$ cat src/rtl/fuse_ctrl_pkg.sv
package fuse_ctrl_pkg;
    localparam int unsigned DW = 32;
    localparam int unsigned AW = 12;

    localparam logic [AW-1:0] OFF_CTRL  = 12'h000;
    localparam logic [AW-1:0] OFF_ROW   = 12'h004;
    localparam logic [AW-1:0] OFF_RDAT  = 12'h008;
    localparam logic [AW-1:0] OFF_WDAT  = 12'h00C;
    localparam logic [AW-1:0] OFF_PULSE = 12'h01C;
    localparam logic [AW-1:0] OFF_SENSE = 12'h020;
    localparam logic [AW-1:0] OFF_PDIS  = 12'h02C;
    localparam logic [AW-1:0] OFF_WACC  = 12'h030;
    localparam logic [3:0]    SHADOW_PAGE = 4'h1;

    localparam int unsigned BIT_PD   = 26;
    localparam int unsigned BIT_MDIS = 28;
    localparam int unsigned BIT_DONE = 30;

    typedef enum logic [1:0] {
        OP_NONE  = 2'd0,
        OP_READ  = 2'd1,
        OP_PROG  = 2'd2,
        OP_SENSE = 2'd3
    } fuse_op_e;

    typedef enum logic [4:0] {
        ST_IDLE  = 5'd4,
        ST_READ  = 5'd9,
        ST_PROG  = 5'd10,
        ST_SENSE = 5'd11
    } fuse_state_e;
endpackage

$ cat src/rtl/fuse_pulse_timer.sv
module fuse_pulse_timer #(
    parameter int unsigned CW = 16
) (
    input  logic          clk,
    input  logic          rst_n,
    input  logic          start,
    input  logic [CW-1:0] limit,
    output logic          expire
);
    typedef struct packed {
        logic          run;
        logic [CW-1:0] cnt;
    } tmr_t;

    tmr_t t_d, t_q;

    assign expire = t_q.run && (t_q.cnt == '0);

    always_comb begin
        t_d = t_q;
        if (start) begin
            t_d.run = 1'b1;
            t_d.cnt = (limit == '0) ? '0 : limit - 1'b1;
        end else if (expire) begin
            t_d.run = 1'b0;
        end else if (t_q.run) begin
            t_d.cnt = t_q.cnt - 1'b1;
        end
    end

    always_ff @(posedge clk) begin
        if (!rst_n) t_q <= '0;
        else        t_q <= t_d;
    end
endmodule

$ cat src/rtl/fuse_array_model.sv
module fuse_array_model #(
    parameter int unsigned ROWS = 16,
    parameter int unsigned DW   = 32,
    localparam int unsigned RIW = $clog2(ROWS)
) (
    input  logic               clk,
    input  logic               rst_n,
    input  logic               prog_en,
    input  logic [RIW-1:0]     prog_row,
    input  logic [DW-1:0]      prog_bits,
    input  logic [RIW-1:0]     rd_row,
    output logic [DW-1:0]      rd_bits,
    input  logic               scan_en,
    input  logic [RIW-1:0]     scan_row,
    input  logic [RIW-1:0]     shw_row,
    output logic [DW-1:0]      shw_bits,
    output logic [ROWS*DW-1:0] rows_flat
);
    logic [DW-1:0] cell_d [ROWS];
    logic [DW-1:0] cell_q [ROWS];
    logic [DW-1:0] shad_d [ROWS];
    logic [DW-1:0] shad_q [ROWS];

    assign rd_bits  = cell_q[rd_row];
    assign shw_bits = shad_q[shw_row];

    for (genvar g = 0; g < ROWS; g++) begin : g_flat
        assign rows_flat[g*DW +: DW] = cell_q[g];
    end

    always_comb begin
        for (int i = 0; i < ROWS; i++) begin
            cell_d[i] = cell_q[i];
            shad_d[i] = shad_q[i];
        end
        if (prog_en) cell_d[prog_row] = cell_q[prog_row] | prog_bits;
        if (scan_en) shad_d[scan_row] = cell_q[scan_row];
    end

    always_ff @(posedge clk) begin
        for (int i = 0; i < ROWS; i++) begin
            if (!rst_n) begin
                cell_q[i] <= '0;
                shad_q[i] <= '0;
            end else begin
                cell_q[i] <= cell_d[i];
                shad_q[i] <= shad_d[i];
            end
        end
    end
endmodule

$ cat src/rtl/fuse_cmd_fsm.sv
module fuse_cmd_fsm
    import fuse_ctrl_pkg::*;
#(
    parameter int unsigned ROWS   = 16,
    parameter int unsigned PW_W   = 16,
    parameter int unsigned RD_LAT = 2,
    localparam int unsigned RIW   = $clog2(ROWS)
) (
    input  logic            clk,
    input  logic            rst_n,
    input  logic            cmd_go,
    input  fuse_op_e        cmd_op,
    input  logic            sense_go,
    input  logic [PW_W-1:0] pulse_len,
    output fuse_state_e     state,
    output logic            rd_load,
    output logic            prog_fire,
    output logic            scan_en,
    output logic [RIW-1:0]  scan_row,
    output logic            sense_done
);
    typedef struct packed {
        fuse_state_e    st;
        logic [RIW-1:0] row;
        logic           done;
    } fsm_t;

    fsm_t f_d, f_q;
    logic            tmr_start;
    logic [PW_W-1:0] tmr_limit;
    logic            tmr_expire;

    fuse_pulse_timer #(.CW(PW_W)) u_timer (
        .clk    (clk),
        .rst_n  (rst_n),
        .start  (tmr_start),
        .limit  (tmr_limit),
        .expire (tmr_expire)
    );

    assign state      = f_q.st;
    assign scan_row   = f_q.row;
    assign sense_done = f_q.done;

    always_comb begin
        f_d       = f_q;
        tmr_start = 1'b0;
        tmr_limit = '0;
        rd_load   = 1'b0;
        prog_fire = 1'b0;
        scan_en   = 1'b0;
        unique case (f_q.st)
            ST_IDLE: begin
                if (cmd_go && cmd_op == OP_READ) begin
                    f_d.st    = ST_READ;
                    tmr_start = 1'b1;
                    tmr_limit = PW_W'(RD_LAT);
                end else if (cmd_go && cmd_op == OP_PROG) begin
                    f_d.st    = ST_PROG;
                    tmr_start = 1'b1;
                    tmr_limit = pulse_len;
                end else if ((cmd_go && cmd_op == OP_SENSE) || sense_go) begin
                    f_d.st   = ST_SENSE;
                    f_d.row  = '0;
                    f_d.done = 1'b0;
                end
            end
            ST_READ: begin
                if (tmr_expire) begin
                    rd_load = 1'b1;
                    f_d.st  = ST_IDLE;
                end
            end
            ST_PROG: begin
                if (tmr_expire) begin
                    prog_fire = 1'b1;
                    f_d.st    = ST_IDLE;
                end
            end
            ST_SENSE: begin
                scan_en = 1'b1;
                if (f_q.row == RIW'(ROWS - 1)) begin
                    f_d.done = 1'b1;
                    f_d.st   = ST_IDLE;
                end else begin
                    f_d.row = f_q.row + 1'b1;
                end
            end
            default: f_d.st = ST_IDLE;
        endcase
    end

    always_ff @(posedge clk) begin
        if (!rst_n) begin
            f_q.st   <= ST_IDLE;
            f_q.row  <= '0;
            f_q.done <= 1'b0;
        end else begin
            f_q <= f_d;
        end
    end
endmodule

$ cat src/rtl/otp_fuse_ctrl.sv
module otp_fuse_ctrl
    import fuse_ctrl_pkg::*;
#(
    parameter int unsigned ROWS     = 16,
    parameter int unsigned CLK_KHZ  = 50000,
    parameter int unsigned PULSE_US = 5,
    parameter int unsigned RD_LAT   = 2,
    parameter int unsigned PW_W     = 16
) (
    input  logic          clk,
    input  logic          rst_n,
    input  logic          reg_wr_en,
    input  logic [11:0]   reg_addr,
    input  logic [31:0]   reg_wdata,
    output logic [31:0]   reg_rdata
);
    localparam int unsigned RIW      = $clog2(ROWS);
    localparam int unsigned PW_RESET = (CLK_KHZ * PULSE_US + 999) / 1000;

    typedef struct packed {
        logic [RIW-1:0]  row;
        logic [DW-1:0]   wdat;
        logic [DW-1:0]   rdat;
        logic [PW_W-1:0] pulse;
        logic [DW-1:0]   pdis;
        logic [DW-1:0]   wacc;
        logic [1:0]      cmd;
        logic            pd;
        logic            mdis;
    } regs_t;

    regs_t r_d, r_q;

    fuse_state_e       state;
    logic              rd_load, prog_fire, scan_en, sense_done;
    logic [RIW-1:0]    scan_row;
    logic [DW-1:0]     rd_bits, shw_bits;
    logic [ROWS*DW-1:0] rows_flat;
    logic              ctrl_wr, cmd_go, sense_go, prog_ok;

    assign ctrl_wr  = reg_wr_en && (reg_addr == OFF_CTRL) && (state == ST_IDLE);
    assign cmd_go   = ctrl_wr && (reg_wdata[1:0] != 2'd0);
    assign sense_go = reg_wr_en && (reg_addr == OFF_SENSE) && reg_wdata[0];
    assign prog_ok  = (r_q.wacc == '0) && (r_q.pdis == '0) && !r_q.pd;

    fuse_cmd_fsm #(.ROWS(ROWS), .PW_W(PW_W), .RD_LAT(RD_LAT)) u_fsm (
        .clk        (clk),
        .rst_n      (rst_n),
        .cmd_go     (cmd_go),
        .cmd_op     (fuse_op_e'(reg_wdata[1:0])),
        .sense_go   (sense_go),
        .pulse_len  (r_q.pulse),
        .state      (state),
        .rd_load    (rd_load),
        .prog_fire  (prog_fire),
        .scan_en    (scan_en),
        .scan_row   (scan_row),
        .sense_done (sense_done)
    );

    fuse_array_model #(.ROWS(ROWS), .DW(DW)) u_array (
        .clk       (clk),
        .rst_n     (rst_n),
        .prog_en   (prog_fire && prog_ok),
        .prog_row  (r_q.row),
        .prog_bits (r_q.wdat),
        .rd_row    (r_q.row),
        .rd_bits   (rd_bits),
        .scan_en   (scan_en),
        .scan_row  (scan_row),
        .shw_row   (reg_addr[RIW+1:2]),
        .shw_bits  (shw_bits),
        .rows_flat (rows_flat)
    );

    always_comb begin
        r_d = r_q;
        if (ctrl_wr) begin
            r_d.cmd  = reg_wdata[1:0];
            r_d.pd   = reg_wdata[BIT_PD];
            r_d.mdis = reg_wdata[BIT_MDIS];
        end
        if (reg_wr_en) begin
            unique case (reg_addr)
                OFF_ROW:   r_d.row   = reg_wdata[RIW-1:0];
                OFF_WDAT:  r_d.wdat  = reg_wdata;
                OFF_PULSE: r_d.pulse = reg_wdata[PW_W-1:0];
                OFF_PDIS:  r_d.pdis  = reg_wdata;
                OFF_WACC:  r_d.wacc  = reg_wdata;
                default: ;
            endcase
        end
        if (rd_load) r_d.rdat = rd_bits;
    end

    always_ff @(posedge clk) begin
        if (!rst_n) begin
            r_q       <= '0;
            r_q.pulse <= PW_W'(PW_RESET);
            r_q.wacc  <= DW'(1);
            r_q.pd    <= 1'b1;
        end else begin
            r_q <= r_d;
        end
    end

    always_comb begin
        reg_rdata = '0;
        unique case (reg_addr)
            OFF_CTRL: reg_rdata = {1'b0, sense_done, 1'b0, r_q.mdis, 1'b0, r_q.pd,
                                   5'b0, state, 14'b0, r_q.cmd};
            OFF_ROW:   reg_rdata = DW'(r_q.row);
            OFF_RDAT:  reg_rdata = r_q.rdat;
            OFF_WDAT:  reg_rdata = r_q.wdat;
            OFF_PULSE: reg_rdata = DW'(r_q.pulse);
            OFF_PDIS:  reg_rdata = r_q.pdis;
            OFF_WACC:  reg_rdata = r_q.wacc;
            default: begin
                if (reg_addr[11:8] == SHADOW_PAGE && int'(reg_addr[7:2]) < ROWS)
                    reg_rdata = shw_bits;
            end
        endcase
    end
endmodule

$ cat config.mk
export PLATFORM = sky130hd
export DESIGN_NAME = otp_fuse_ctrl
export DESIGN_NICKNAME = d
export VERILOG_FILES = /design/src/rtl/fuse_ctrl_pkg.sv /design/src/rtl/fuse_pulse_timer.sv /design/src/rtl/fuse_array_model.sv /design/src/rtl/fuse_cmd_fsm.sv /design/src/rtl/otp_fuse_ctrl.sv
export SDC_FILE = /design/constraint.sdc
export NUM_CORES = 2
export LEC_CHECK = 0
export BUFFER_PORTS_ARGS = -buffer_cell sky130_fd_sc_hd__buf_2
export CAP_MARGIN = 0
export CORE_MARGIN = 4
export CORE_UTILIZATION = 68
export DETAILED_ROUTE_END_ITERATION = 16
export PLACE_DENSITY_LB_ADDON = 0.2
export SYNTH_ARGS = -nofsm -noshare
export SYNTH_HDL_FRONTEND = slang
export SYNTH_SLANG_ARGS = --single-unit
$ cat constraint.sdc
create_clock -name clk -period 6.9 [get_ports clk]
set_clock_uncertainty 0.05 [all_clocks]
set_input_delay 1.38 -clock clk [delete_from_list [all_inputs] [get_ports clk]]
set_output_delay 1.38 -clock clk [all_outputs]
set_load 0.02 [all_outputs]
==> impl_metrics.ini <==
[outcome]
status = finished, violations left
violations = max-capacitance violations, max-slew violations

[grt]
grt_pass1_wl_um = 265000
overflow = 0
grt_antenna_before_repair = 3
grt_pass1_vias = 42700
grt_max_degree = 226
grt_use_total = 0.404

[floorplanning]
die_w_um = 293
pin_count = 79
start_util = 0.687
die_area_um2 = 86000
core_area_um2 = 80500
die_y_um = 293
row_count = 104

[timing]
finalCritPeriodShare = 0.835
worst_pin_slew_ns = 1.54
period_minus_slack_ns = 5.76
slew_headroom = -0.0334
hold_viol_final = 0
setup_violations = 0
setup_tns_ns = 0
max_freq_ghz = 0.173
rsz0062_at_grt = no
slew_viol_final = 8

[critical_path]
critPathKind = in2out
worstPathArrival_ns = 4.33
r2r_slack_ns = 2.27
endpoint_kind = output port
worstPathRequired_ns = 5.47
start_kind = input port
timing.rr.start = r_q[54]$_SDFFE_PN0P_
worst-path-max-fanout = 23
reg2reg_depth = 5
r2r-end = u_array.cell_q[1][25]$_SDFFE_PN0P_

[yosys]
avgSynthCellArea_um2 = 10.9
synth.distinct_cells = 73
ys_async_sr_fraction = 0
synthFlopType = dfxtp_1
yosysTopAreaCellShare = 0.438
synthCells = 5053
yosys-top-cells-area = dfxtp_1 (44%), mux4_2 (16%), mux2i_1 (10%), a22o_1 (8.1%), nand2_1 (6.0%)
synth_commonest_cells = dfxtp_1 (1,210), nand2_1 (880), mux2i_1 (577), a22o_1 (514), mux4_2 (384)
syn_nets = 5107
synth_top_cell_by_area = dfxtp_1
synth_warnings = 0
synth_edf_count = 0
synth.most_common_cell = dfxtp_1
seq_area_frac_synth = 0.438
ys_seq_elements = 1210
netlist_area_um2 = 55300

[routing]
vias = 44100
ant_nets = 0
vias_per_cell = 7.38
drc = 0
wl_per_cell_um = 30.0
drt-total-wl_um = 179000
drt_iter0_drc = 6286
firstDrtPassIters = 7

[worst_hold_path]
hold_start = u_array.shad_q[15][17]$_SDFFE_PN0P_
min_delay_worst_endpoint = u_array.shad_q[15][17]$_SDFFE_PN0P_
hold_depth = 2
hold_path_class = reg2reg

[final_layout]
area_growth_pct = 8.27
fillers = 5360
multiInputGateArea_um2 = 29100
drive_gt1_frac = 0.180
seq_area_um2 = 24200
instances_no_fill = 5981
fin_nets = 4877

[clock_tree]
hold_buffers = 0
clkLatencyLatePin_ns = 0.71
cts_resized = 0
clock_sinks = 1210
cts_root_buf = clkbuf_16
cts_setup_buffers = 0
cts_tree = built
cts.htree.levels = 3
cts_buffer_depth = 3
clk_pin_slew_ns = 0.06
cts_buffers = 116

[place]
gp_congestion = 0.932
place_inst = 5765
place.port_buffers = 78
dp_hpwl_um = 103000

[flow_run]
drv_cap = 1

[power]
leakage_nw = 24.1
peakVddDrop_mv = 0.257
powerDensity_nw_per_um2 = 235
## flip-flops by register name, indices dropped and copies added, names as in the netlist, named ones only
signal             flops
u_fsm.state            4
u_array.cell_q       512
r_q                  152
u_fsm.scan_row         4
u_array.shad_q       512
u_fsm.u_timer.t_q     17
u_fsm.sense_done       1
## placed cells by master, fill, tap and decap left out, drive strengths merged, types with 6 or more instances in the layout
cell type / count
ha: 7
nand3: 106
dfxtp: 1210
nand2b: 40
o211ai: 38
buf: 157
nor3: 22
o22a: 32
clkinvlp: 7
nor4: 41
a22oi: 45
bufinv: 12
mux2: 65
o21ai: 103
mux2i: 577
and2: 9
a21oi: 171
a21o: 8
a211oi: 13
nor2b: 39
xor2: 7
nor4b: 6
inv: 17
o22ai: 40
mux4: 384
or4: 11
and3: 12
o31ai: 10
clkbuf: 167
clkinv: 25
a22o: 514
nand2: 880
a222oi: 21
nand4: 27
a31oi: 6
nor2: 36
## final cells by class
type,count,share of cell area
inverters,12,0.000836
flip-flops and latches,1210,0.405
diodes,1,0.0000418
well taps,1060,0.0221
clock inverters,49,0.0107
repair buffers,158,0.0180
multi-input cells,3325,0.487
clock buffers,166,0.0568
## critical path: stages
cell and delay [ns]:
buf_2 0.11, or4_1 0.87, nor4_4 0.74, buf_4 0.56
a222oi_1 0.22, nand3_1 0.23, buf_2 0.21
## metrics by stage
step	setup WS [ns]	utilization	cell area, um2	power, mW	hold slack [ns]
floorplan	1.69	-	55300	7.33	0.383
global placement	1.37	0.693	55800	7.46	0.392
detailed placement	1.27	0.693	55800	7.46	0.399
CTS	1.29	0.744	59900	14.0	0.407
global route	1.17	0.744	59900	14.3	0.432
finish	1.14	0.744	59900	14.1	0.411
## power breakdown
group          total [mW]  internal, mW  switching (mW)
Sequential           6.98          6.98        0.000214
Clock                6.75          3.89            2.86
Combinational       0.337        0.0704           0.267
Total                14.1          10.9            3.13
## routing by layer
layer,up-vias,GRT usage,part of all wire
met3,792,0.113,0.14
met5,-,0,0.000072
met2,3332,0.603,0.43
met1,21600,0.531,0.36
li1,18400,-,-
met4,2,0.234,0.072
## logic make-up (layout without fill, tap and decap cells)
family / Yosys count / in the layout / synth area share
muxes: 1026 / 1026 / 0.274
and+or+nand+nor: 1260 / 1260 / 0.104
xor gates and xnor gates: 7 / 7 / 0.00111
other: 0 / 1 / 0
AOI/OAI and AO/OA: 1025 / 1025 / 0.140
buffers and inverters: 518 / 385 / 0.0417
DFF: 1210 / 1210 / 0.438
adders and majority gates: 7 / 7 / 0.00158
## how the worst max path moves through the flow
stage	endpoint	startpoint	slack [ns]
finish	reg_rdata[15]	reg_addr[9]	1.14
global route	reg_rdata[18]	reg_addr[9]	1.17
CTS	reg_rdata[15]	reg_addr[9]	1.29
detailed placement	reg_rdata[15]	reg_addr[9]	1.27
global placement	reg_rdata[15]	reg_addr[9]	1.37
floorplan	reg_rdata[0]	reg_addr[2]	1.69
Note: power is estimated with default switching activity, not from simulation.
